--- config.mk ---
export PLATFORM = sky130hd
export DESIGN_NAME = verlock_validator
export DESIGN_NICKNAME = d
export VERILOG_FILES = /design/src/rtl/vlk_pkg.sv /design/src/rtl/vlk_acq_dec.sv /design/src/rtl/vlk_table.sv /design/src/rtl/vlk_validator.sv /design/src/rtl/verlock_validator.sv
export SDC_FILE = /design/constraint.sdc
export NUM_CORES = 1
export LEC_CHECK = 0
export ABC_AREA = 1
export BUFFER_PORTS_ARGS = -buffer_cell sky130_fd_sc_hd__buf_4
export CAP_MARGIN = 25
export CORE_MARGIN = 2
export CORE_UTILIZATION = 55
export CTS_CLUSTER_DIAMETER = 30
export DETAILED_ROUTE_END_ITERATION = 12
export HOLD_SLACK_MARGIN = 0.08
export PLACE_DENSITY_LB_ADDON = 0.2
export SYNTH_ARGS = -nofsm -noshare
export SYNTH_HDL_FRONTEND = slang
export SYNTH_SLANG_ARGS = --single-unit
--- constraint.sdc ---
create_clock -name clk -period 2.7 [get_ports clk]
set_input_delay 0.135 -clock clk [delete_from_list [all_inputs] [get_ports clk]]
set_output_delay 0.135 -clock clk [all_outputs]
set_load 0.01 [all_outputs]
--- src/rtl/vlk_pkg.sv ---
package vlk_pkg;
    localparam int VER_W = 8;
    localparam int TX_W  = 4;
    localparam int EP_W  = 4;

    typedef logic [VER_W-1:0] ver_t;
    typedef logic [TX_W-1:0]  tx_t;
    typedef logic [EP_W-1:0]  ep_t;

    typedef struct packed {
        logic locked;
        tx_t  owner;
        ver_t ver;
    } meta_t;

    typedef enum logic [0:0] {V_IDLE, V_WALK} vstate_e;

    localparam ver_t VER_MAX = {VER_W{1'b1}};

    // True when a read-set entry must be rejected.
    function automatic logic entry_bad(input meta_t m, input tx_t who,
                                       input ver_t seen_ver, input logic seen_busy,
                                       input logic epoch_ok);
        logic bad;
        bad = seen_busy || !epoch_ok;
        if (m.locked)
            bad = bad || (m.owner != who) || (m.ver != seen_ver);
        else
            bad = bad || (m.ver != seen_ver);
        return bad;
    endfunction
endpackage

--- src/rtl/vlk_acq_dec.sv ---
module vlk_acq_dec
    import vlk_pkg::*;
#(
    parameter int NUM_OBJ = 8,
    localparam int OBJ_W = $clog2(NUM_OBJ)
) (
    input  meta_t            meta [NUM_OBJ],
    input  logic [OBJ_W-1:0] acq_obj,
    input  tx_t              acq_tx,
    input  logic             rel_valid,
    input  logic [OBJ_W-1:0] rel_obj,
    output logic             acq_ok
);
    meta_t cur;
    logic  collide;

    always_comb begin
        cur     = meta[acq_obj];
        collide = rel_valid && (rel_obj == acq_obj);
        acq_ok  = (!cur.locked || (cur.owner == acq_tx)) && !collide;
    end
endmodule

--- src/rtl/vlk_table.sv ---
module vlk_table
    import vlk_pkg::*;
#(
    parameter int NUM_OBJ = 8,
    localparam int OBJ_W = $clog2(NUM_OBJ)
) (
    input  logic             clk,
    input  logic             rst,
    input  logic             acq_valid,
    input  logic [OBJ_W-1:0] acq_obj,
    input  tx_t              acq_tx,
    input  logic             acq_ok,
    input  logic             rel_valid,
    input  logic [OBJ_W-1:0] rel_obj,
    input  tx_t              rel_tx,
    input  logic             rel_bump,
    output meta_t            meta [NUM_OBJ],
    output ep_t              epoch,
    output logic             acq_grant,
    output logic             acq_busy
);
    logic [NUM_OBJ-1:0] rel_hit;
    logic [NUM_OBJ-1:0] acq_hit;
    logic               wrap_now;

    always_ff @(posedge clk) begin
        if (rst) begin
            acq_grant <= 1'b0;
            acq_busy  <= 1'b0;
        end else begin
            acq_grant <= acq_valid && acq_ok;
            acq_busy  <= acq_valid && !acq_ok;
        end
    end

    always_comb begin
        wrap_now = 1'b0;
        for (int k = 0; k < NUM_OBJ; k++)
            if (rel_hit[k] && rel_bump && meta[k].ver == VER_MAX)
                wrap_now = 1'b1;
    end

    always_ff @(posedge clk) begin
        if (rst)           epoch <= '0;
        else if (wrap_now) epoch <= epoch + 1'b1;
    end

    for (genvar i = 0; i < NUM_OBJ; i++) begin : g_obj
        assign rel_hit[i] = rel_valid && (rel_obj == OBJ_W'(i)) &&
                            meta[i].locked && (meta[i].owner == rel_tx);
        assign acq_hit[i] = acq_valid && acq_ok && (acq_obj == OBJ_W'(i));

        always_ff @(posedge clk) begin
            if (rst) begin
                meta[i] <= '0;
            end else if (rel_hit[i]) begin
                meta[i].locked <= 1'b0;
                if (rel_bump) meta[i].ver <= meta[i].ver + 1'b1;
            end else if (acq_hit[i]) begin
                meta[i].locked <= 1'b1;
                meta[i].owner  <= acq_tx;
            end
        end


        lock_hold_chk: assert property (@(posedge clk) disable iff (rst)
            (meta[i].locked && !(rel_valid && rel_obj == OBJ_W'(i) && rel_tx == meta[i].owner))
            |=> (meta[i].locked && meta[i].owner == $past(meta[i].owner)));


        ver_step_chk: assert property (@(posedge clk) disable iff (rst)
            (rel_hit[i] && rel_bump) |=> (meta[i].ver == ver_t'($past(meta[i].ver) + 1'b1)));


        ver_still_chk: assert property (@(posedge clk) disable iff (rst)
            !(rel_valid && rel_obj == OBJ_W'(i)) |=> $stable(meta[i].ver));
    end


    grant_lock_chk: assert property (@(posedge clk) disable iff (rst)
        (acq_valid && acq_ok) |=> (meta[$past(acq_obj)].locked &&
                                   meta[$past(acq_obj)].owner == $past(acq_tx)));


    grant_busy_excl_chk: assert property (@(posedge clk) disable iff (rst)
        !(acq_grant && acq_busy));


    epoch_step_chk: assert property (@(posedge clk) disable iff (rst)
        !$stable(epoch) |-> $past(wrap_now));
endmodule

--- src/rtl/vlk_validator.sv ---
module vlk_validator
    import vlk_pkg::*;
#(
    parameter int NUM_OBJ = 8,
    localparam int OBJ_W = $clog2(NUM_OBJ)
) (
    input  logic             clk,
    input  logic             rst,
    input  meta_t            meta [NUM_OBJ],
    input  ep_t              epoch,
    input  logic             cm_start,
    input  tx_t              cm_tx,
    input  logic             cm_valid,
    input  logic [OBJ_W-1:0] cm_obj,
    input  ver_t             cm_ver,
    input  ep_t              cm_epoch,
    input  logic             cm_seen_busy,
    input  logic             cm_last,
    output logic             cm_active,
    output logic             cm_done,
    output logic             cm_pass
);
    vstate_e st;
    tx_t     tx_q;
    logic    fail_q;
    logic    ent_bad;
    logic    take;

    assign take = (st == V_WALK) && cm_valid;

    always_comb
        ent_bad = entry_bad(meta[cm_obj], tx_q, cm_ver, cm_seen_busy, cm_epoch == epoch);

    always_ff @(posedge clk) begin
        if (rst) begin
            st      <= V_IDLE;
            tx_q    <= '0;
            fail_q  <= 1'b0;
            cm_done <= 1'b0;
            cm_pass <= 1'b0;
        end else begin
            cm_done <= 1'b0;
            cm_pass <= 1'b0;
            if (cm_start) begin
                st     <= V_WALK;
                tx_q   <= cm_tx;
                fail_q <= 1'b0;
            end else if (take) begin
                fail_q <= fail_q || ent_bad;
                if (cm_last) begin
                    st      <= V_IDLE;
                    cm_done <= 1'b1;
                    cm_pass <= !(fail_q || ent_bad);
                end
            end
        end
    end

    assign cm_active = (st == V_WALK);


    done_after_last_chk: assert property (@(posedge clk) disable iff (rst)
        cm_done |-> $past(cm_valid && cm_last && cm_active));


    pass_needs_done_chk: assert property (@(posedge clk) disable iff (rst)
        cm_pass |-> cm_done);


    sticky_fail_chk: assert property (@(posedge clk) disable iff (rst)
        (take && ent_bad && !cm_last) |=> (cm_active && fail_q));
endmodule

--- src/rtl/verlock_validator.sv ---
module verlock_validator
    import vlk_pkg::*;
#(
    parameter int NUM_OBJ = 8,
    localparam int OBJ_W = $clog2(NUM_OBJ)
) (
    input  logic             clk,
    input  logic             rst,
    input  logic             acq_valid,
    input  logic [OBJ_W-1:0] acq_obj,
    input  logic [TX_W-1:0]  acq_tx,
    output logic             acq_grant,
    output logic             acq_busy,
    input  logic             rel_valid,
    input  logic [OBJ_W-1:0] rel_obj,
    input  logic [TX_W-1:0]  rel_tx,
    input  logic             rel_bump,
    input  logic [OBJ_W-1:0] look_obj,
    output logic             look_locked,
    output logic [TX_W-1:0]  look_owner,
    output logic [VER_W-1:0] look_ver,
    output logic [EP_W-1:0]  cur_epoch,
    input  logic             cm_start,
    input  logic [TX_W-1:0]  cm_tx,
    input  logic             cm_valid,
    input  logic [OBJ_W-1:0] cm_obj,
    input  logic [VER_W-1:0] cm_ver,
    input  logic [EP_W-1:0]  cm_epoch,
    input  logic             cm_seen_busy,
    input  logic             cm_last,
    output logic             cm_active,
    output logic             cm_done,
    output logic             cm_pass
);
    meta_t meta [NUM_OBJ];
    logic  acq_ok;
    ep_t   epoch;
    meta_t seen;

    vlk_acq_dec #(.NUM_OBJ(NUM_OBJ)) u_dec (
        .meta(meta), .acq_obj(acq_obj), .acq_tx(acq_tx),
        .rel_valid(rel_valid), .rel_obj(rel_obj), .acq_ok(acq_ok)
    );

    vlk_table #(.NUM_OBJ(NUM_OBJ)) u_tbl (
        .clk(clk), .rst(rst),
        .acq_valid(acq_valid), .acq_obj(acq_obj), .acq_tx(acq_tx), .acq_ok(acq_ok),
        .rel_valid(rel_valid), .rel_obj(rel_obj), .rel_tx(rel_tx), .rel_bump(rel_bump),
        .meta(meta), .epoch(epoch), .acq_grant(acq_grant), .acq_busy(acq_busy)
    );

    vlk_validator #(.NUM_OBJ(NUM_OBJ)) u_val (
        .clk(clk), .rst(rst), .meta(meta), .epoch(epoch),
        .cm_start(cm_start), .cm_tx(cm_tx), .cm_valid(cm_valid), .cm_obj(cm_obj),
        .cm_ver(cm_ver), .cm_epoch(cm_epoch), .cm_seen_busy(cm_seen_busy),
        .cm_last(cm_last), .cm_active(cm_active), .cm_done(cm_done), .cm_pass(cm_pass)
    );

    always_comb begin
        seen        = meta[look_obj];
        look_locked = seen.locked;
        look_owner  = seen.owner;
        look_ver    = seen.ver;
    end

    assign cur_epoch = epoch;


    reset_epoch_chk: assert property (@(posedge clk)
        $past(rst) |-> (cur_epoch == '0));
endmodule

# [Word-level counts from Yosys, hierarchy flattened]
# Index checks and enable logic that the tools add are counted.
[classes] addsub=9 n_lt_le_gt_ge=3 n_eq_ne=35 n_mux=22 n_bitwise=13 reduce_logical=96
[op_table] op="binary-select mux 13 bit (select 3 bit)" count=3
[op_table] op="2-to-1 mux 13 bit" count=6
[op_table] op="adder 8 x 1 -> 8 bit, second input constant" count=8
[op_table] op="equality test 8 bit, second input constant" count=8
[op_table] op="logical AND 1 bit" count=53
[op_table] op="equality test 4 bit" count=10
[op_table] op="AND reduction 2 bit" count=17
[op_table] op="equality test 3 bit, second input constant" count=8
[op_table] op="OR reduction 2 bit" count=9
[op_table] op="2-to-1 mux 1 bit" count=13
[op_table] op="equality test 3 x 2 -> 1 bit, second input constant" count=4
[op_table] op=">= comparator 4 bit, second input constant" count=3
[op_table] op="inverter 3 -> 4 bit" count=3
[op_table] op="inverter 1 bit" count=10
[op_table] op="inequality test 8 bit" count=1
[op_table] op="equality test 3 x 1 -> 1 bit, second input constant" count=2
[op_table] op="zero test 3 bit" count=2
[op_table] op="logical OR 1 bit" count=6
[op_table] op="zero test 1 bit" count=5
[op_table] op="adder 4 x 1 -> 4 bit, second input constant" count=1
[op_table] op="inequality test 4 bit" count=1
[op_table] op="nonzero test 2 bit" count=2
[op_table] op="OR reduction 4 bit" count=1
[op_table] op="equality test 3 bit" count=1
[op_table] op="OR reduction 3 bit" count=1
[totals] register_bits=118 out_inout_bits=22

# [Logic depth before layout (Yosys ltp)]
# Gate-level depths: netlist of the first run.
[logic_depth] depth_word=14 mapped_depth=17 depth_no_buf=16

# [Hierarchy]
# Synthesis of the first run repeated with hierarchy kept, for this count alone.
[hier_totals] hier_cells=1656 hier_area_um2=9496.6
[modules_own_cells] mod="vlk_table" instances=1 cells_each=834 area_per_inst_um2=5776.8
[modules_own_cells] mod="vlk_validator" instances=1 cells_each=356 area_per_inst_um2=1715.4
[modules_own_cells] mod="verlock_validator" instances=1 cells_each=346 area_per_inst_um2=1450.1
[modules_own_cells] mod="vlk_acq_dec" instances=1 cells_each=120 area_per_inst_um2=554.3

# [Worst setup path after synthesis of the first run]
# OpenSTA, ideal clock, no wires.
[synth_path] kind="input port to flip-flop" from="in acq_obj[0]" to="reg u_tbl.meta[100] (netlist name)" arrival_time_ns=1.501 slack_ns=1.085 stages=14 path_buffers=2 cell_sequence="buf_2 -> buf_2 -> o21ai_0 -> nand2_1 -> nand2_1 -> nand2_1 -> nand3_1 -> nand2_2 -> nor2_4 -> nand2_4 -> nand2_8 -> nand4_4 -> nor2_1 -> nor2_1"
[synth_via] elab_chain_len=10
[synth_rtl] element="start: declaration" line="verlock_validator.sv:10" source="input logic [OBJ_W-1:0] acq_obj,"
[synth_rtl] element="inverter 3 -> 4 bit (not written as such)" line="vlk_acq_dec.sv:18" source="cur = meta[acq_obj];"
[synth_rtl] element="binary-select mux 13 bit (select 3 bit)" line="vlk_acq_dec.sv:18"
[synth_rtl] element="2-to-1 mux 13 bit (not written as such) (2 in a row)" line="vlk_acq_dec.sv:18"
[synth_rtl] element="equality test 4 bit or zero test 1 bit (tied branches)" line="vlk_acq_dec.sv:20" source="acq_ok = (!cur.locked || (cur.owner == acq_tx)) && !collide;"
[synth_rtl] element="logical OR 1 bit" line="vlk_acq_dec.sv:20"
[synth_rtl] element="logical AND 1 bit" line="vlk_acq_dec.sv:20"
[synth_rtl] element="logical AND 1 bit" line="vlk_table.sv:51" source="assign acq_hit[i] = acq_valid && acq_ok && (acq_obj == OBJ_W'(i));"
[synth_rtl] element="logical AND 1 bit *" line="vlk_table.sv:51"
[synth_rtl] element="AND reduction 2 bit (no source line) *"
# Every way passes the cells marked *; elsewhere a longest branch is shown, timed or not. The select of a mux whose other input is x is not followed.
# A chain may end at the register's enable or synchronous reset.

# [Worst setup path after layout of the first run]
[layout_path] from="reg u_tbl.meta[75] (netlist name)" to="reg u_tbl.epoch[3]"
[layout_via] elab_chain_len=10
[layout_rtl] element="equality test 4 bit" line="vlk_table.sv:50" source="meta[i].locked && (meta[i].owner == rel_tx);"
[layout_rtl] element="logical AND 1 bit" line="vlk_table.sv:50"
[layout_rtl] element="logical AND 1 bit (2 in a row)" line="vlk_table.sv:39" source="if (rel_hit[k] && rel_bump && meta[k].ver == VER_MAX)"
[layout_rtl] element="2-to-1 mux 1 bit (6 in a row)" line="vlk_table.sv:39"
[layout_rtl] element="end signal: assignment" line="vlk_table.sv:45" source="else if (wrap_now) epoch <= epoch + 1'b1;"
[layout_rtl] element="end: declaration" line="vlk_table.sv:18" source="output ep_t epoch,"
# Every way passes these cells.

==> results of run 1 <==
## tightest hold or removal path, delay by kind of cell
family,cells,cell delay (ns)
buffers and inverters,1,0.16
AOI/OAI and AO/OA,1,0.07
and+or+nand+nor,1,0.12
## registers in the layout, indices dropped and copies added, names as in the netlist
| name | flops |
|---|---|
| u_tbl.acq_busy | 1 |
| u_tbl.acq_grant | 1 |
| u_tbl.epoch | 4 |
| u_tbl.meta | 104 |
| u_val.cm_active | 1 |
| u_val.cm_done | 1 |
| u_val.cm_pass | 1 |
| u_val.fail_q | 1 |
| u_val.tx_q | 4 |
## cells by family (layout without fill, tap and decap cells)
group                      after synthesis  count (layout)  share of synthesized area, %
xor gates and xnor gates                13              13                          1.35
and+or+nand+nor                        730             730                          38.3
DFF                                    118             118                          28.1
AOI/OAI and AO/OA                      310             310                          20.7
adders and majority gates                9               9                          1.34
buffers and inverters                  221             285                          10.2
## metrics by stage
stage | hold slack [ns] | power [mW] | std cells
2_1_floorplan | 0.270 | 2.30 | 1401
3_3_place_gp | 0.362 | 2.54 | 1610
3_5_place_dp | 0.367 | 2.55 | 1610
4_1_cts | 0.0928 | 4.78 | 1653
5_1_grt | 0.121 | 4.94 | 1653
6_report | 0.105 | 4.80 | 1653
## routing by layer
metal	share of wire, %	vias up	GRT usage [%]
li1	-	4775	-
met1	42	4508	51.5
met2	45	603	57.8
met3	11	78	6.09
met4	2.3	0	11.4
met5	0	-	0
## worst paths after layout
kind                  startpoint  slack (ns)             end
setup / recovery  u_tbl.meta[75]        0.42  u_tbl.epoch[3]
hold / removal          rel_bump        0.10   u_tbl.meta[2]
setup reg to reg  u_tbl.meta[75]        0.42  u_tbl.epoch[3]
hold reg to reg     u_val.fail_q        0.47    u_val.fail_q
## cell usage in the layout, fill, tap and decap left out, types with 6 or more instances in the layout
master and n:
nand4_1 22, dfxtp_1 118, nor2_1 194, ha_1 9, dlygate4sd3_1 13, nor3_1 51
nor4_1 9, nand3_1 77, o211ai_1 29, nand4_4 8, a221oi_1 10, a211oi_1 7
a31oi_1 16, buf_4 85, inv_1 148, a21oi_1 132, o21ai_0 108, xor2_1 6
clkbuf_16 17, xnor2_1 7, nand2_1 345
## repair_timing
action                                  in CTS  in global routing
hold endpoints to repair                    29                  0
hold buffers                                13                  0
endpoints found under the setup margin       0                  0
## report_power, final
part           leakage (nW)  internal [mW]  switching [mW]  total (mW)
Combinational          2.94          0.258           0.494       0.753
Clock                 0.277           1.41           0.834        2.25
Sequential            0.954           1.77          0.0294        1.80
## layout make-up
cell class / count / area [um2] / share of cell area, %
repair buffers: 98 / 768 / 7.90
clock inverters: 9 / 103 / 1.06
clock buffers: 21 / 470 / 4.84
inverters: 157 / 589 / 6.06
well taps: 188 / 235 / 2.42
flip-flops and latches: 118 / 2360 / 24.3
multi-input cells: 1062 / 5190 / 53.4
==> results.sh, run 1 <==
export IMPL_netlist_instances=1401
export IMPL_fmax_ghz=0.439
export IMPL_synth_area_leaders="dfxtp_1 (28%), nand2_1 (15%), nor2_1 (8.7%)"
export IMPL_hold_depth=3
export IMPL_crit_type="reg2reg"
export IMPL_yosysMostFrequentCell="nand2_1"
export IMPL_ios=67
export IMPL_run_status="complete, no violations"
export IMPL_rr_worst_depth=12
export IMPL_synth_fp_nets=1455
export IMPL_cp_max_fo=5
export IMPL_ctsResizeCount=0
export IMPL_clkLatencyLatePin_ns=0.43
export IMPL_wl_per_cell_um=17.7
export IMPL_grt_pass1_wl_um=47000
export IMPL_yosys_top_cells_count="nand2_1 (345), nor2_1 (194), inv_1 (148)"
export IMPL_timing_hold_violations_final=0
export IMPL_netlist_area_leader_share_pct=28.1
export IMPL_die_area_um2=16300
export IMPL_cts_htree_levels=4
export IMPL_cts_buffers=17
export IMPL_n_fill_cell=1460
export IMPL_fin_area_um2=9720
export IMPL_synth_flop_cell="dfxtp_1"
export IMPL_period_share_pct=84.3
export IMPL_core_area_um2=15100
export IMPL_cts_setup_buffers=0
export IMPL_postRouteAntennaNets=0
export IMPL_hold_path_class="in2reg"
export IMPL_cts_root_buf="clkbuf_16"
export IMPL_clockBufferDepth=2
export IMPL_port_buffer_count=66
export IMPL_drt_iter0_markers=1381
export IMPL_area_growth_pct=15.5
export IMPL_drc=0
export IMPL_critical_path_slowest_cell="dfxtp_1"
export IMPL_clock_skew_ns=0.00862
export IMPL_grt_pass1_vias=8926
export IMPL_required_ns=2.99
export IMPL_max_slew_margin_pct=54.6
export IMPL_utilization_pct=64.4
export IMPL_place_hpwl_um=21500
export IMPL_diodes=0
export IMPL_via_count=9964
export IMPL_ys_warn_count=0
export IMPL_ys_seq_area_share_pct=28.1
export IMPL_fin_ws_ns=0.424
export IMPL_startpoint_type="register"
export IMPL_place_area_um2=9020
export IMPL_maxCapViolations=0
export IMPL_synth_edff_count=0
export IMPL_grt_max_degree=49
export IMPL_setup_violations=0
export IMPL_first_pass_iters=6
export IMPL_critPathArrivalTime_ns=2.56
export IMPL_crit_chain="inv_1 -> nand2_1 -> nand3_1 -> inv_1 -> nand3_1 -> nor2_1 -> nor2_1 -> nand3_1 -> nor2_1 -> nand3_1 -> nand2_1 -> a21oi_1"
export IMPL_maxSlewViolCount=0
export IMPL_crit_family="simple AND/OR/NAND/NOR gates"
export IMPL_place_congestion=1.00
export IMPL_ys_ff_latch=118
export IMPL_synth_async_reset_ratio_pct=0
export IMPL_cts_tree="built"
export IMPL_rows=45
export IMPL_rsz0062_at_grt="false"
export IMPL_tns_ns=0
export IMPL_cts_clk_slew_worst_paths_ns=0.06
export IMPL_start_util_pct=55.8
export IMPL_path_depth=12
export IMPL_avgSynthCellArea_um2=6.01
export IMPL_synthesis_area_um2=8420
export IMPL_cp_common_cell="nand3_1"
export IMPL_antenna_found_initial=0
export IMPL_ir_drop_uv=475
export IMPL_crit_buf_inv=2
export IMPL_drive_gt1_share_pct=9.42
export IMPL_vias_per_cell=6.03
export IMPL_post_route_min_period_ns=2.28
export IMPL_fp_dieH_um=128
export IMPL_slowest_delay_ns=0.36
export IMPL_die_x_um=128
export IMPL_p_leak_nw=4.17
export IMPL_critPathCaptureType="register"
export IMPL_synth_cell_types=41
export IMPL_place_ws_ns=0.436
export IMPL_grt_overflow=0
export IMPL_p_per_area_nw_per_um2=494
export IMPL_clock_sinks=118
export IMPL_finalWirelength_um=29300
export IMPL_nets=1508
export IMPL_worst_slew_pin_slew_ns=0.680
export IMPL_grt_usage_pct=36.6
export IMPL_synth_largest_area_cell="dfxtp_1"
Note: power is estimated with default switching activity, not from simulation.
==> run 2, diff against run 1 <==
==> constraint.sdc (replaced) <==
create_clock -name clk -period 2.27 [get_ports clk]
set_input_delay 0.1135 -clock clk [delete_from_list [all_inputs] [get_ports clk]]
set_output_delay 0.1135 -clock clk [all_outputs]
set_load 0.01 [all_outputs]
==> run 2 against run 1 <==
Net effect:
- combinational power increased by 22%
- flip-flop and latch count is the same
- core utilization up 1.7 points
- via count shrank 0.52%
- global-route usage is 0.74 points higher
==> results.sh, run 2 (synthesis results as in run 1) <==
export IMPL_clock_sinks=118
export IMPL_period_share_pct=96.0
export IMPL_drt_iter0_markers=1261
export IMPL_maxCapViolations=0
export IMPL_antenna_found_initial=0
export IMPL_largest_register="u_tbl.meta"
export IMPL_grt_usage_pct=37.4
export IMPL_ios=67
export IMPL_p_leak_nw=4.30
export IMPL_wl_per_cell_um=18.0
export IMPL_cts_setup_buffers=0
export IMPL_setup_violations=0
export IMPL_cts_htree_levels=4
export IMPL_cts_root_buf="clkbuf_16"
export IMPL_n_fill_cell=1411
export IMPL_crit_type="reg2out"
export IMPL_start_util_pct=55.8
export IMPL_fp_dieH_um=128
export IMPL_maxSlewViolCount=0
export IMPL_place_congestion=0.998
export IMPL_drive_gt1_share_pct=10.9
export IMPL_hold_depth=5
export IMPL_tns_ns=0
export IMPL_port_buffer_count=66
export IMPL_largest_register_ffs=104
export IMPL_worst_slew_pin_slew_ns=0.728
export IMPL_hold_path_class="in2reg"
export IMPL_reg_top3="u_tbl.meta: 104 flops, u_tbl.epoch: 4 flops, u_val.tx_q: 4 flops"
export IMPL_die_x_um=128
export IMPL_core_area_um2=15100
export IMPL_clkLatencyLatePin_ns=0.44
export IMPL_rows=45
export IMPL_required_ns=2.16
export IMPL_run_status="complete, no violations"
export IMPL_cts_buffers=17
export IMPL_grt_pass1_vias=9022
export IMPL_diodes=0
export IMPL_final_cell_mix="nand2_1 (345), nor2_1 (192), inv_1 (148)"
export IMPL_place_hpwl_um=22100
export IMPL_rr_worst_depth=12
export IMPL_final_common_cell="nand2_1"
export IMPL_postRouteAntennaNets=0
export IMPL_die_area_um2=16300
export IMPL_area_growth_pct=18.5
export IMPL_finalPower_mw=6.06
export IMPL_vias_per_cell=5.92
export IMPL_grt_max_degree=66
export IMPL_timing_hold_violations_final=0
export IMPL_ir_drop_uv=635
export IMPL_grt_overflow=0
export IMPL_grt_pass1_wl_um=47600
export IMPL_fmax_ghz=0.459
export IMPL_via_count=9912
export IMPL_nets=1527
export IMPL_clockBufferDepth=2
export IMPL_max_slew_margin_pct=51.5
export IMPL_post_route_min_period_ns=2.18
export IMPL_hold_worst_slack_ns=0.0829
export IMPL_cp_max_fo=5
export IMPL_clock_skew_ns=0.0118
export IMPL_cts_clk_slew_worst_paths_ns=0.06
export IMPL_drc=0
export IMPL_cts_tree="built"
export IMPL_rsz0062_at_grt="false"
export IMPL_first_pass_iters=6
export IMPL_critPathArrivalTime_ns=2.07
export IMPL_startpoint_type="register"
export IMPL_critPathCaptureType="output pin"
export IMPL_finalWirelength_um=30100
export IMPL_p_per_area_nw_per_um2=608
-- run 2: worst max-delay path, stage by stage (launching register included) --
cell and delay, ns:
dfxtp_1 0.34, inv_1 0.21, nand2_1 0.08, a221oi_1 0.65, a31oi_1 0.16, buf_4 0.20
-- run 2: power by group --
group | total (mW) | internal [mW] | switching [mW]
Combinational | 0.922 | 0.324 | 0.598
Clock | 2.99 | 1.88 | 1.12
Sequential | 2.14 | 2.11 | 0.0353
Total | 6.06 | 4.31 | 1.75
-- run 2: layout make-up --
class,instances,area [um2],share of cell area [%]
clock inverter,14,199,2.00
tap,188,235,2.36
multi-input combinational,1062,5210,52.2
inverter,157,589,5.91
timing repair buffer,117,938,9.41
clock buffer,18,439,4.41
sequential,118,2360,23.7
-- run 2: layer usage --
metal | routed length (um) | global-route usage [%] | vias to the layer above
li1 | - | - | 4795
met1 | 12800 | 52.0 | 4439
met2 | 13000 | 57.5 | 597
met3 | 3450 | 8.22 | 81
met4 | 859 | 12.4 | 0
met5 | 0 | 0 | -
-- run 2: per-stage QoR --
step	std cells	setup slack, ns	instance area, um2	util (%)
global route	1674	0.0221	9970	66.1
floorplan	1401	0.658	8420	-
CTS	1674	0.0785	9950	66.0
detailed placement	1628	0.0880	9180	60.8
global placement	1628	0.148	9180	60.8
finish	1674	0.0899	9970	66.1
-- run 2: timing repair --
action | CTS | global route
resized for setup | 0 | 4
hold endpoints to repair | 39 | 0
hold buffers | 14 | 0
endpoints found under the setup margin | 0 | 5
-- run 2: final timing paths --
path | slack (ns) | from | to
hold / removal | 0.08 | cm_valid | u_val.fail_q
setup reg to reg | 0.19 | u_tbl.meta[37] | u_tbl.epoch[2]
setup / recovery | 0.09 | u_tbl.meta[10] | look_owner[2]
hold reg to reg | 0.47 | u_val.fail_q | u_val.fail_q
==> run 3, diff against run 2 <==
--- a/config.mk
+++ b/config.mk
@@ -9,7 +9,7 @@
 export BUFFER_PORTS_ARGS = -buffer_cell sky130_fd_sc_hd__buf_4
 export CAP_MARGIN = 25
 export CORE_MARGIN = 2
-export CORE_UTILIZATION = 55
+export CORE_UTILIZATION = 45
 export CTS_CLUSTER_DIAMETER = 30
 export DETAILED_ROUTE_END_ITERATION = 12
 export HOLD_SLACK_MARGIN = 0.08
==> run 3 against run 2 <==
Net effect:
- critical path depth increased by 8
- sequential share of layout area decreased by 0.31 points
- power decreased by 3.5%
- core utilization decreased by 12 points
- via count increased by 0.16%
- register-to-register slack about the same
- largest power group unchanged
- highest routed layer unchanged
==> results.sh, run 3 (synthesis results as in run 1) <==
export IMPL_run_status="complete, no violations"
export IMPL_drc=0
export IMPL_maxSlewViolCount=0
export IMPL_power_frac_comb_pct=16.3
export IMPL_max_slew_margin_pct=56.3
export IMPL_first_pass_iters=9
export IMPL_critical_path_slowest_cell="dfxtp_1"
export IMPL_via_count=9928
export IMPL_maxCapViolations=0
export IMPL_fmax_ghz=0.480
export IMPL_p_seq_share_pct=36.6
export IMPL_rsz0062_at_grt="false"
export IMPL_area_growth_pct=20.0
export IMPL_setup_violations=0
export IMPL_final_common_cell="nand2_1"
export IMPL_clock_sinks=118
export IMPL_clkLatencyLatePin_ns=0.43
export IMPL_fin_area_um2=10100
export IMPL_r2r_end="u_tbl.epoch[0]"
export IMPL_grt_pass1_vias=8850
export IMPL_p_leak_nw=4.34
export IMPL_place_congestion=0.983
export IMPL_cts_setup_buffers=0
export IMPL_critPathArrivalTime_ns=2.39
export IMPL_cts_tree="built"
export IMPL_p_switching_mw=1.70
export IMPL_finalWirelength_um=30600
export IMPL_vias_per_cell=5.74
export IMPL_rr_worst_depth=13
export IMPL_period_share_pct=91.8
export IMPL_hold_worst_slack_ns=0.0887
export IMPL_place_hpwl_um=22200
export IMPL_slowest_delay_ns=0.35
export IMPL_intPower_mw=4.14
export IMPL_antenna_found_initial=0
export IMPL_grt_max_degree=51
export IMPL_postRouteAntennaNets=0
export IMPL_grt_pass1_wl_um=48100
export IMPL_crit_type="reg2reg"
export IMPL_grt_overflow=0
export IMPL_tns_ns=0
export IMPL_port_buffer_count=66
export IMPL_drt_iter0_markers=1262
export IMPL_cts_htree_levels=4
export IMPL_cts_root_buf="clkbuf_16"
export IMPL_post_route_min_period_ns=2.08
export IMPL_cts_buffers=17
export IMPL_crit_family="simple AND/OR/NAND/NOR gates"
export IMPL_timing_hold_violations_final=0
export IMPL_hold_path_class="in2reg"
export IMPL_ios=67
export IMPL_clockBufferDepth=2
export IMPL_ir_drop_uv=515
export IMPL_cp_endpoint="u_tbl.epoch[0]"
export IMPL_largest_register_ffs=104
export IMPL_required_ns=2.57
export IMPL_core_area_um2=18500
export IMPL_fp_dieH_um=141
export IMPL_largest_register="u_tbl.meta"
export IMPL_crit_buf_inv=1
export IMPL_crit_chain="inv_1 -> nor2_1 -> nor2_1 -> nand2_1 -> nor2_1 -> nand3_1 -> nor2_1 -> nor2_1 -> nand3_1 -> nor2_1 -> nand3_1 -> nand2_1 -> a21oi_1"
export IMPL_die_x_um=141
export IMPL_startpoint_type="register"
export IMPL_wl_per_cell_um=17.7
export IMPL_place_area_um2=9300
export IMPL_critPathCaptureType="register"
export IMPL_utilization_pct=54.6
export IMPL_path_depth=13
export IMPL_diodes=0
export IMPL_die_area_um2=19800
export IMPL_finalPower_mw=5.85
export IMPL_cp_common_cell="nor2_1"
export IMPL_switching_share_pct=29.1
export IMPL_clock_skew_ns=0.00926
export IMPL_crit_start="u_tbl.meta[75]"
export IMPL_start_util_pct=45.4
export IMPL_cts_clk_slew_worst_paths_ns=0.06
export IMPL_reg_top3="u_tbl.meta: 104 flops, u_tbl.epoch: 4 flops, u_val.tx_q: 4 flops"
export IMPL_cp_max_fo=5
export IMPL_reg2reg_from="u_tbl.meta[75]"
export IMPL_p_per_area_nw_per_um2=579
export IMPL_rrSetupSlack_ns=0.19
export IMPL_final_cell_mix="nand2_1 (345), nor2_1 (193), inv_1 (148)"
export IMPL_rows=50
export IMPL_drive_gt1_share_pct=11.0
export IMPL_nets=1537
export IMPL_worst_slew_pin_slew_ns=0.655
export IMPL_power_frac_clock_pct=47.1
export IMPL_grt_usage_pct=30.9
run 3: cell types whose count changed in the layout (fill, tap and decap cells not counted), sizes merged:
cell,previous run,this run
clkinv,7,8
bufinv,4,2
clkbuf,18,20
dlygate4sd3,14,20
inv,156,154
clkinvlp,4,5
buf,103,107
run 3: repair_timing:
action                                 in CTS  in global routing
hold buffers                               20                  0
setup endpoints to repair                   0                  5
endpoints found under the hold margin      43                  0
resized for setup                           0                  2
run 3: worst min-delay path by stage:
stage | slack [ns] | cells past startpoint | to | startpoint
after floorplan | 0.25 | 2 | u_val.tx_q[0] | cm_tx[0]
after global placement | 0.35 | 3 | u_val.tx_q[0] | cm_tx[0]
after detailed placement | 0.34 | 3 | u_val.tx_q[0] | cm_tx[0]
after CTS | 0.08 | 3 | u_tbl.meta[2] | rel_bump
after global routing | 0.08 | 3 | u_tbl.meta[2] | rel_bump
final | 0.09 | 3 | u_tbl.meta[2] | rel_bump
run 3: cell type report:
type | instances | area [um2]
clock buffers | 20 | 467
well taps | 234 | 293
multi-input cells | 1062 | 5200
inverters | 157 | 589
flip-flops and latches | 118 | 2360
repair buffers | 127 | 1070
fillers | 1864 | 8420
clock inverters | 12 | 126
run 3: metal layers:
layer  global-route usage [%]  vias up  share of wire, %  wire length [um]
li1                         -     4816                 -                 -
met1                     44.2     4499                44             13600
met5                        0        -                 0                 0
met3                     5.74       63                10              3130
met4                     10.6        0               2.2               665
met2                     46.8      550                43             13200
run 3: through the flow:
stage | worst slack, ns | cells
after floorplan | 0.658 | 1401
after global placement | 0.188 | 1678
after detailed placement | 0.133 | 1678
after CTS | 0.158 | 1730
after global routing | 0.0335 | 1730
final | 0.185 | 1730
run 3: power by group through the flow:
stage,sequential [mW],combinational [mW],clock [mW]
6_report,2.14,0.951,2.75
3_5_place_dp,2.18,0.891,0
2_1_floorplan,2.17,0.564,0
3_3_place_gp,2.18,0.886,0
4_1_cts,2.14,0.924,2.77
5_1_grt,2.14,1.03,2.87
run 3: worst min-delay path, cell delays in order:
cell	delay [ns]
buf_4	0.16
nand4_1	0.12
a21oi_1	0.07
